## config.mk

```make
export PLATFORM = sky130hd
export DESIGN_NAME = i2c_regfile_slave
export DESIGN_NICKNAME = d
export VERILOG_FILES = /design/src/rtl/i2c_rf_pkg.sv /design/src/rtl/i2c_rf_linesync.sv /design/src/rtl/i2c_rf_bank.sv /design/src/rtl/i2c_rf_engine.sv /design/src/rtl/i2c_regfile_slave.sv
export SDC_FILE = /design/constraint.sdc
export NUM_CORES = 2
export LEC_CHECK = 0
export CELL_PAD_IN_SITES_DETAIL_PLACEMENT = 0
export CELL_PAD_IN_SITES_GLOBAL_PLACEMENT = 2
export CORE_ASPECT_RATIO = 0.6
export CORE_UTILIZATION = 28
export CTS_BUF_LIST = sky130_fd_sc_hd__clkbuf_2
export CTS_CLUSTER_DIAMETER = 200
export DETAILED_ROUTE_END_ITERATION = 6
export DONT_BUFFER_PORTS = 1
export HOLD_SLACK_MARGIN = 0.15
export PLACE_DENSITY_LB_ADDON = 0.1
export SLEW_MARGIN = 5
export SYNTH_ARGS = -nofsm -noshare
export SYNTH_HDL_FRONTEND = slang
export SYNTH_SLANG_ARGS = --single-unit
```

## constraint.sdc

```tcl
create_clock -name clk -period 3 [get_ports clk]
set_clock_uncertainty 0.15 [all_clocks]
set_input_delay 0.45 -clock clk [delete_from_list [all_inputs] [get_ports clk]]
set_output_delay 0.45 -clock clk [all_outputs]
set_load 0.005 [all_outputs]
```

## src/rtl/i2c_rf_pkg.sv

```systemverilog
package i2c_rf_pkg;

    localparam int unsigned BYTE_W = 8;

    typedef enum logic [2:0] {
        ST_IDLE,
        ST_ADDR,
        ST_ACK,
        ST_PTR,
        ST_WDATA,
        ST_TX,
        ST_TXACK,
        ST_IGNORE
    } eng_state_t;

    // Events derived from the synchronized bus lines
    typedef struct packed {
        logic rise;
        logic fall;
        logic start;
        logic stop;
        logic sda;
        logic scl;
    } bus_evt_t;

    function automatic logic [BYTE_W-1:0] shift_in(input logic [BYTE_W-1:0] cur, input logic b);
        return {cur[BYTE_W-2:0], b};
    endfunction

endpackage

```

## src/rtl/i2c_rf_linesync.sv

```systemverilog
module i2c_rf_linesync
    import i2c_rf_pkg::*;
#(
    parameter int unsigned STAGES = 2
) (
    input  logic     clk,
    input  logic     rst,
    input  logic     scl_i,
    input  logic     sda_i,
    output bus_evt_t evt
);
    logic [STAGES-1:0] scl_sh, sda_sh;
    logic scl_q, sda_q;
    logic scl_s, sda_s;

    assign scl_s = scl_sh[STAGES-1];
    assign sda_s = sda_sh[STAGES-1];

    always_ff @(posedge clk) begin
        if (rst) begin
            scl_sh <= '1;
            sda_sh <= '1;
            scl_q  <= 1'b1;
            sda_q  <= 1'b1;
        end else begin
            scl_sh <= {scl_sh[STAGES-2:0], scl_i};
            sda_sh <= {sda_sh[STAGES-2:0], sda_i};
            scl_q  <= scl_s;
            sda_q  <= sda_s;
        end
    end

    always_comb begin
        evt.rise  = scl_s & ~scl_q;
        evt.fall  = ~scl_s & scl_q;
        evt.start = scl_s & scl_q & sda_q & ~sda_s;
        evt.stop  = scl_s & scl_q & ~sda_q & sda_s;
        evt.sda   = sda_s;
        evt.scl   = scl_s;
    end

endmodule

```

## src/rtl/i2c_rf_bank.sv

```systemverilog
module i2c_rf_bank #(
    parameter int unsigned AW = 6,
    parameter int unsigned DW = 8
) (
    input  logic          clk,
    input  logic          rst,
    input  logic          bus_we,
    input  logic [AW-1:0] bus_waddr,
    input  logic [DW-1:0] bus_wdata,
    input  logic [AW-1:0] bus_raddr,
    output logic [DW-1:0] bus_rdata,
    input  logic          loc_we,
    input  logic [AW-1:0] loc_addr,
    input  logic [DW-1:0] loc_wdata,
    output logic [DW-1:0] loc_rdata
);
    localparam int unsigned DEPTH = 1 << AW;

    logic [DW-1:0] mem [DEPTH];

    // Bus writes win over a local write to the same register in the same cycle
    always_ff @(posedge clk) begin
        if (rst) begin
            for (int i = 0; i < DEPTH; i++) mem[i] <= '0;
        end else begin
            if (loc_we) mem[loc_addr] <= loc_wdata;
            if (bus_we) mem[bus_waddr] <= bus_wdata;
        end
    end

    assign bus_rdata = mem[bus_raddr];
    assign loc_rdata = mem[loc_addr];

endmodule

```

## src/rtl/i2c_rf_engine.sv

```systemverilog
module i2c_rf_engine
    import i2c_rf_pkg::*;
#(
    parameter logic [6:0]  DEV_ADDR = 7'h68,
    parameter int unsigned AW       = 6
) (
    input  logic              clk,
    input  logic              rst,
    input  bus_evt_t          evt,
    output logic              sda_oe,
    output logic [AW-1:0]     rd_addr,
    input  logic [BYTE_W-1:0] rd_data,
    output logic              wr_en,
    output logic [AW-1:0]     wr_addr,
    output logic [BYTE_W-1:0] wr_data,
    output logic [AW-1:0]     ptr_o
);
    localparam logic [AW-1:0] PTR_ONE = {{(AW-1){1'b0}}, 1'b1};
    localparam logic [3:0]    LAST_BIT = 4'd7;
    localparam logic [3:0]    BYTE_DONE = 4'd8;

    eng_state_t        state, nxt;
    logic [AW-1:0]     ptr;
    logic [BYTE_W-1:0] shreg;
    logic [3:0]        bitcnt;
    logic              ack_on;
    logic              got_ack;
    logic [BYTE_W-1:0] rx_byte;
    logic              byte_in;

    assign rx_byte = shift_in(shreg, evt.sda);
    assign byte_in = evt.rise && (bitcnt == LAST_BIT);
    assign rd_addr = ptr;
    assign ptr_o   = ptr;
    assign wr_en   = (state == ST_WDATA) && byte_in;
    assign wr_addr = ptr;
    assign wr_data = rx_byte;

    always_ff @(posedge clk) begin
        if (rst) begin
            state   <= ST_IDLE;
            nxt     <= ST_IDLE;
            ptr     <= '0;
            shreg   <= '0;
            bitcnt  <= '0;
            ack_on  <= 1'b0;
            got_ack <= 1'b0;
            sda_oe  <= 1'b0;
        end else if (evt.start) begin
            state   <= ST_ADDR;
            bitcnt  <= '0;
            ack_on  <= 1'b0;
            got_ack <= 1'b0;
            sda_oe  <= 1'b0;
        end else if (evt.stop) begin
            state   <= ST_IDLE;
            ack_on  <= 1'b0;
            got_ack <= 1'b0;
            sda_oe  <= 1'b0;
        end else begin
            unique case (state)
                ST_ADDR, ST_PTR, ST_WDATA: begin
                    if (evt.rise) begin
                        shreg  <= rx_byte;
                        bitcnt <= byte_in ? 4'd0 : bitcnt + 4'd1;
                    end
                    if (byte_in) begin
                        if (state == ST_ADDR) begin
                            if (rx_byte[7:1] == DEV_ADDR) begin
                                state <= ST_ACK;
                                nxt   <= rx_byte[0] ? ST_TX : ST_PTR;
                            end else begin
                                state <= ST_IGNORE;
                            end
                        end else if (state == ST_PTR) begin
                            ptr   <= rx_byte[AW-1:0];
                            state <= ST_ACK;
                            nxt   <= ST_WDATA;
                        end else begin
                            ptr   <= ptr + PTR_ONE;
                            state <= ST_ACK;
                            nxt   <= ST_WDATA;
                        end
                    end
                end
                ST_ACK: begin
                    if (evt.fall) begin
                        if (!ack_on) begin
                            sda_oe <= 1'b1;
                            ack_on <= 1'b1;
                        end else begin
                            ack_on <= 1'b0;
                            bitcnt <= '0;
                            if (nxt == ST_TX) begin
                                shreg  <= {rd_data[BYTE_W-2:0], 1'b0};
                                sda_oe <= ~rd_data[BYTE_W-1];
                                ptr    <= ptr + PTR_ONE;
                                state  <= ST_TX;
                            end else begin
                                sda_oe <= 1'b0;
                                state  <= nxt;
                            end
                        end
                    end
                end
                ST_TX: begin
                    if (evt.rise) begin
                        bitcnt <= bitcnt + 4'd1;
                    end else if (evt.fall) begin
                        if (bitcnt == BYTE_DONE) begin
                            sda_oe <= 1'b0;
                            bitcnt <= '0;
                            state  <= ST_TXACK;
                        end else begin
                            sda_oe <= ~shreg[BYTE_W-1];
                            shreg  <= {shreg[BYTE_W-2:0], 1'b0};
                        end
                    end
                end
                ST_TXACK: begin
                    if (evt.rise) begin
                        if (!evt.sda) got_ack <= 1'b1;
                        else          state   <= ST_IGNORE;
                    end else if (evt.fall && got_ack) begin
                        got_ack <= 1'b0;
                        shreg   <= {rd_data[BYTE_W-2:0], 1'b0};
                        sda_oe  <= ~rd_data[BYTE_W-1];
                        ptr     <= ptr + PTR_ONE;
                        bitcnt  <= '0;
                        state   <= ST_TX;
                    end
                end
                default: begin
                    sda_oe <= 1'b0;
                end
            endcase
        end
    end

endmodule

```

## src/rtl/i2c_regfile_slave.sv

```systemverilog
module i2c_regfile_slave
    import i2c_rf_pkg::*;
#(
    parameter logic [6:0]  DEV_ADDR    = 7'h68,
    parameter int unsigned AW          = 6,
    parameter int unsigned SYNC_STAGES = 2
) (
    input  logic          clk,
    input  logic          rst,
    input  logic          scl_i,
    input  logic          sda_i,
    output logic          sda_oe,
    input  logic [AW-1:0] loc_addr,
    input  logic          loc_we,
    input  logic [7:0]    loc_wdata,
    output logic [7:0]    loc_rdata
);
    bus_evt_t          evt;
    logic              start_ev, stop_ev, scl_lvl;
    logic [AW-1:0]     rd_addr, wr_addr, ptr;
    logic [BYTE_W-1:0] rd_data, wr_data;
    logic              wr_en;

    assign start_ev = evt.start;
    assign stop_ev  = evt.stop;
    assign scl_lvl  = evt.scl;

    i2c_rf_linesync #(.STAGES(SYNC_STAGES)) u_sync (
        .clk   (clk),
        .rst   (rst),
        .scl_i (scl_i),
        .sda_i (sda_i),
        .evt   (evt)
    );

    i2c_rf_engine #(.DEV_ADDR(DEV_ADDR), .AW(AW)) u_eng (
        .clk     (clk),
        .rst     (rst),
        .evt     (evt),
        .sda_oe  (sda_oe),
        .rd_addr (rd_addr),
        .rd_data (rd_data),
        .wr_en   (wr_en),
        .wr_addr (wr_addr),
        .wr_data (wr_data),
        .ptr_o   (ptr)
    );

    i2c_rf_bank #(.AW(AW), .DW(BYTE_W)) u_bank (
        .clk       (clk),
        .rst       (rst),
        .bus_we    (wr_en),
        .bus_waddr (wr_addr),
        .bus_wdata (wr_data),
        .bus_raddr (rd_addr),
        .bus_rdata (rd_data),
        .loc_we    (loc_we),
        .loc_addr  (loc_addr),
        .loc_wdata (loc_wdata),
        .loc_rdata (loc_rdata)
    );

endmodule

```

# Yosys cells after proc, flatten, opt, wreduce, memory -nomap -nowiden
# Memory sizes are Yosys's and may differ from the RTL's. A register that Yosys moved wholly into a read port is not among the register bits.
# Cells that the tools add are included.
[totals]
regBits = 33
latchBits = 0
ramBits = 512
romBits = 0
inputBits = 19
output_inout_bits = 9
elab_cells = 165
memories = 1
[op_classes]
add_sub_neg = 2
n_mul = 0
div_mod_pow = 0
order_cmp = 0
eq_ne = 36
n_shift = 0
n_mux = 76
bitwise_logic = 16
n_reduce_logical = 21
[memory_table]
columns = ["name", "words", "word_bits", "read_ports", "rd_ports_with_merged_regs", "wr", "line", "text"]
rows = [
  ["u_bank.mem", 64, 8, 2, 1, 64, "i2c_rf_bank.sv:19", "logic [DW-1:0] mem [DEPTH];"],
]
[op_table]
columns = ["op", "count"]
rows = [
  ["two-way mux 8 bit", 11],
  ["two-way mux 6 bit", 12],
  ["two-way mux 3 bit", 15],
  ["two-way mux 4 bit", 9],
  ["one-hot mux 8 bit (4 select lines)", 1],
  ["AND reduction 9 bit", 3],
  ["two-way mux 1 bit", 24],
  ["inequality test 4 x 3 -> 1 bit, second input constant", 5],
  ["one-hot mux 6 bit (3 select lines)", 1],
  ["inequality test 2 x 1 -> 1 bit, second input constant", 8],
  ["one-hot mux 4 bit (4 select lines)", 1],
  ["OR reduction 8 bit", 2],
  ["equality test 3 bit, second input constant", 4],
  ["inequality test 2 bit, second input constant", 6],
  ["one-hot mux 3 bit (4 select lines)", 1],
  ["AND reduction 12 bit", 1],
  ["AND reduction 10 bit", 1],
  ["inequality test 3 x 1 -> 1 bit, second input constant", 3],
  ["inverter 1 bit", 9],
  ["AND 1 bit", 7],
  ["equality test 7 bit, second input constant", 1],
  ["adder 6 x 1 -> 6 bit, second input constant", 1],
  ["equality test 3 x 2 -> 1 bit, second input constant", 2],
  ["AND reduction 6 bit", 1],
  ["19 further kinds", 22],
]

# Longest topological paths before layout
[depth]
word_depth = 9
depth_mapped = 11
depth_no_buf = 8

# Hierarchy
# Synthesis repeated with hierarchy kept, for this count alone.
[unflattened]
cells_unflattened = 2564
area_unflattened_um2 = 32909.1
[by_module_without_submodules]
columns = ["module", "n_inst", "cells_each", "area_per_inst_um2", "seq_area_each_um2"]
rows = [
  ["i2c_rf_bank", 1, 2283, 30747.0, 15374.7],
  ["i2c_rf_engine", 1, 263, 1956.9, 540.5],
  ["i2c_rf_linesync", 1, 18, 205.2, 120.1],
]

# Least setup slack after synthesis
# Ideal clock, no wire load.
[synth_path]
path_type = "input -> output"
startpoint = "input loc_addr[0]"
endpoint = "output loc_rdata[7]"
t_arrival_ns = 2.393
required_ns = 2.400
setup_slack_ns = 0.007
cell_stages = 9
path_buffers = 4
cell_sequence = "buf_2 buf_2 buf_2 buf_2 mux4_2 mux2i_1 o22ai_1 nor3_1 nand4_1"
[synth_between]
elab_chain_len = 1
[synth_rtl]
columns = ["item", "line", "text"]
rows = [
  ["from (decl)", "i2c_regfile_slave.sv:13", "input logic [AW-1:0] loc_addr,"],
  ["memory (64 x 8 bit)", "--", ""],
  ["to (decl)", "i2c_regfile_slave.sv:16", "output logic [7:0] loc_rdata"],
]
# Every way passes these cells.

==> metrics.txt <==
worst-path fanout max 2; Final Hold Fails 0; vias in the first global route 29650; fmax 221.8 MHz; asr flop ratio synth 0%; area of the core 122400 sq um; mux cell area share after synthesis 15.21%; synth cell count leaders nand2_1 (1089), edfxtp_1 (512), o21ai_0 (509), clkbuf_1 (193), mux4_2 (154); ranking of synthesized cells by area edfxtp_1 (44%), nand2_1 (12%), mux4_2 (10%); status finished, violations left; Power Dens Cells 426.6 nW/um^2; worst setup margin -1.508 ns; CP endpoint kind output port; Slew HR 23.29%; WP data required 2.40 ns; post-synthesis simple-gate area fraction 18.81%; crit start category flip-flop; WL final 201.2 mm; min cycle time layout 4.508 ns; synthesized instance count 3581; drt wl/cell 36.07 um; routability congestion estimate 0.9706; worst vdd rail ir drop 0.0003699 V; setup_tns -105.81 ns; syn_nets 3603; Unique masters post-synth 75; row count 99; first drt pass iteration count 6; critical path class flip-flop to output port; I/O Buffers 0; max cap viols 0; Horiz. Die Dim 457.0 um; DR iter-0 viols 5258; initial cell density of the core 28.42%; share of the synthesized area in the top cell type 44.21%; Vias 32920; HP Class flip-flop to flip-flop; sinks on the clock net 551; cell taking the most area after synthesis edfxtp_1; IO Pins 28; worst hold slack 0.2809 ns; P&R area growth vs syn 19.07%; compound-gate portion of the synthesized area 14.75%; most common cell in the synthesized netlist nand2_1; Worst-path clk slew 0.10 ns; global-route wire length before repair 267.5 mm; violated checks negative setup slack; # DRC 0; Pleak 13.15 nW; Final setup viols 481; Non-Filler Instances 5578; nets@finish 3865; share of post-route cells with drive strength above 1 24.61%; placed cells 5208; Top FF cell, synth edfxtp_1; die area 125700 sq um; Die Span Y 275.0 um; fin. max-slew vios 0; total power 17.66 mW; gr usage total 31.33%; Final period util 150.3%; H-tree levels 4; post-synthesis register bit count 551; Ys Warns 0; RSZ-0062 raised after global routing true; DP HPWL 133.0 mm; largest family of logic cells by synthesized area simple AND/OR/NAND/NOR gates; xor-xnor portion of the synthesized cell area 0.1007%; Seq/Total Area, Yosys 46.46%; clk_lat worst skew 1.66 ns; number of synthesized flops with an enable pin 512; Cell Area, Synth 34780 sq um; CTS max path bufs 3; DR vias/cell 5.901; initial antenna violation count 17; Avg Cell Area, Syn 9.711 sq um; CTS tree built; CTS buffer count 151; gr ovfl total 0; worst-margin pin slew 1.148 ns; worst path arrival time 3.91 ns; adder-cell share of the synthesized area 0.1079%; largest net degree at the start of global routing 120; Routed Antenna Nets 0; CTS Root Cell clkbuf_2
-- where the power goes --
part | total, mW | switching [mW] | internal, mW
registers | 9.35 | 0.595 | 8.76
clock network | 6.22 | 3.88 | 2.33
logic | 2.10 | 1.29 | 0.807
total | 17.7 | 5.77 | 11.9
-- cell usage in the layout, fill, tap and decap left out, drive strengths merged, types with 8 or more instances in the layout --
cell type	count
o21ai	554
clkbuf	208
a32o	14
dfxtp	39
mux2	55
mux4	154
dlygate4sd3	56
nand3b	9
diode	8
mux2i	120
edfxtp	512
nor3	18
a211oi	10
nand2b	12
or2	14
a22o	10
nor2	159
buf	392
nor4	26
inv	13
or3	71
nand2	1089
a221oi	63
clkinv	45
o22ai	37
a21oi	54
nor2b	22
a22oi	57
nand3	19
a221o	17
-- layer usage --
layer | wire (um) | GRT usage [%] | up-vias
li1 | - | - | 13740
met1 | 93760 | 48.00 | 16520
met2 | 74950 | 40.30 | 2293
met3 | 26030 | 10.10 | 361
met4 | 6340 | 10.09 | 8
met5 | 121 | 0 | -
-- what timing repair did --
action | 4_1_cts | 5_1_grt
endpoints found under the hold margin | 1063 | 350
buffers inserted | 3 | 17
hold buffers | 76 | 1
gates resized for setup | 47 | 32
pin swaps | 6 | 7
cloned | 0 | 2
endpoints found under the setup margin | 12 | 121
-- logic make-up (layout without fill, tap and decap cells) --
kind of cell	Yosys count	count (layout)
buffers and inverters	350	723
AOI/OAI and AO/OA	865	865
and+or+nand+nor	1479	1479
other	0	8
adders and majority gates	3	3
DFF	551	551
xor gates and xnor gates	4	4
muxes	329	329
-- worst max-delay path: stages, from the launching register on --
cell	delay (ns)
edfxtp_1	0.51
mux2_4	0.33
a221o_1	0.29
a222oi_1	0.55
buf_4	0.22
o22a_1	0.14
nand4_1	0.17
buf_4	0.20
-- final timing paths --
path                                        from               end  slack (ns)  cells after the start
worst max-delay path            u_bank.mem[2][7]      loc_rdata[7]       -1.51                      7
worst min-delay path            u_sync.sda_sh[0]  u_sync.sda_sh[1]        0.28                      1
worst max register to register         flip-flop    u_eng.shreg[6]        0.12                     10
worst min register to register  u_sync.sda_sh[0]  u_sync.sda_sh[1]        0.28                      1
-- final cells by class --
cell class | count | area (sq um)
antenna | 8 | 20.02
clock buffer | 206 | 1031
clock inverter | 58 | 397.9
fill | 12400 | 80970
inverter | 9 | 33.78
multi-input combinational | 2680 | 17400
sequential | 551 | 16200
tap | 1616 | 2022
timing repair buffer | 450 | 4302
-- state kept, by name, summed over array words and instances, names as in the netlist, 2 cells and up, named ones only --
| name | count |
|---|---|
| u_bank.mem | 512 |
| u_eng.bitcnt | 4 |
| u_eng.nxt | 3 |
| u_eng.ptr_o | 6 |
| u_eng.shreg | 8 |
| u_eng.state | 3 |
| u_sync.scl_sh | 2 |
| u_sync.sda_sh | 2 |
-- stage by stage --
stage / setup WS (ns) / util [%] / cell area, sq um
after global placement: -0.3585 / 31.29 / 38300
final: -1.508 / 33.84 / 41410
after CTS: -1.692 / 33.54 / 41040
after global routing: -1.564 / 33.82 / 41390
after detailed placement: -0.3479 / 31.29 / 38300
after floorplan: 0.006861 / - / 34780
(Power assumes the default switching activity.)
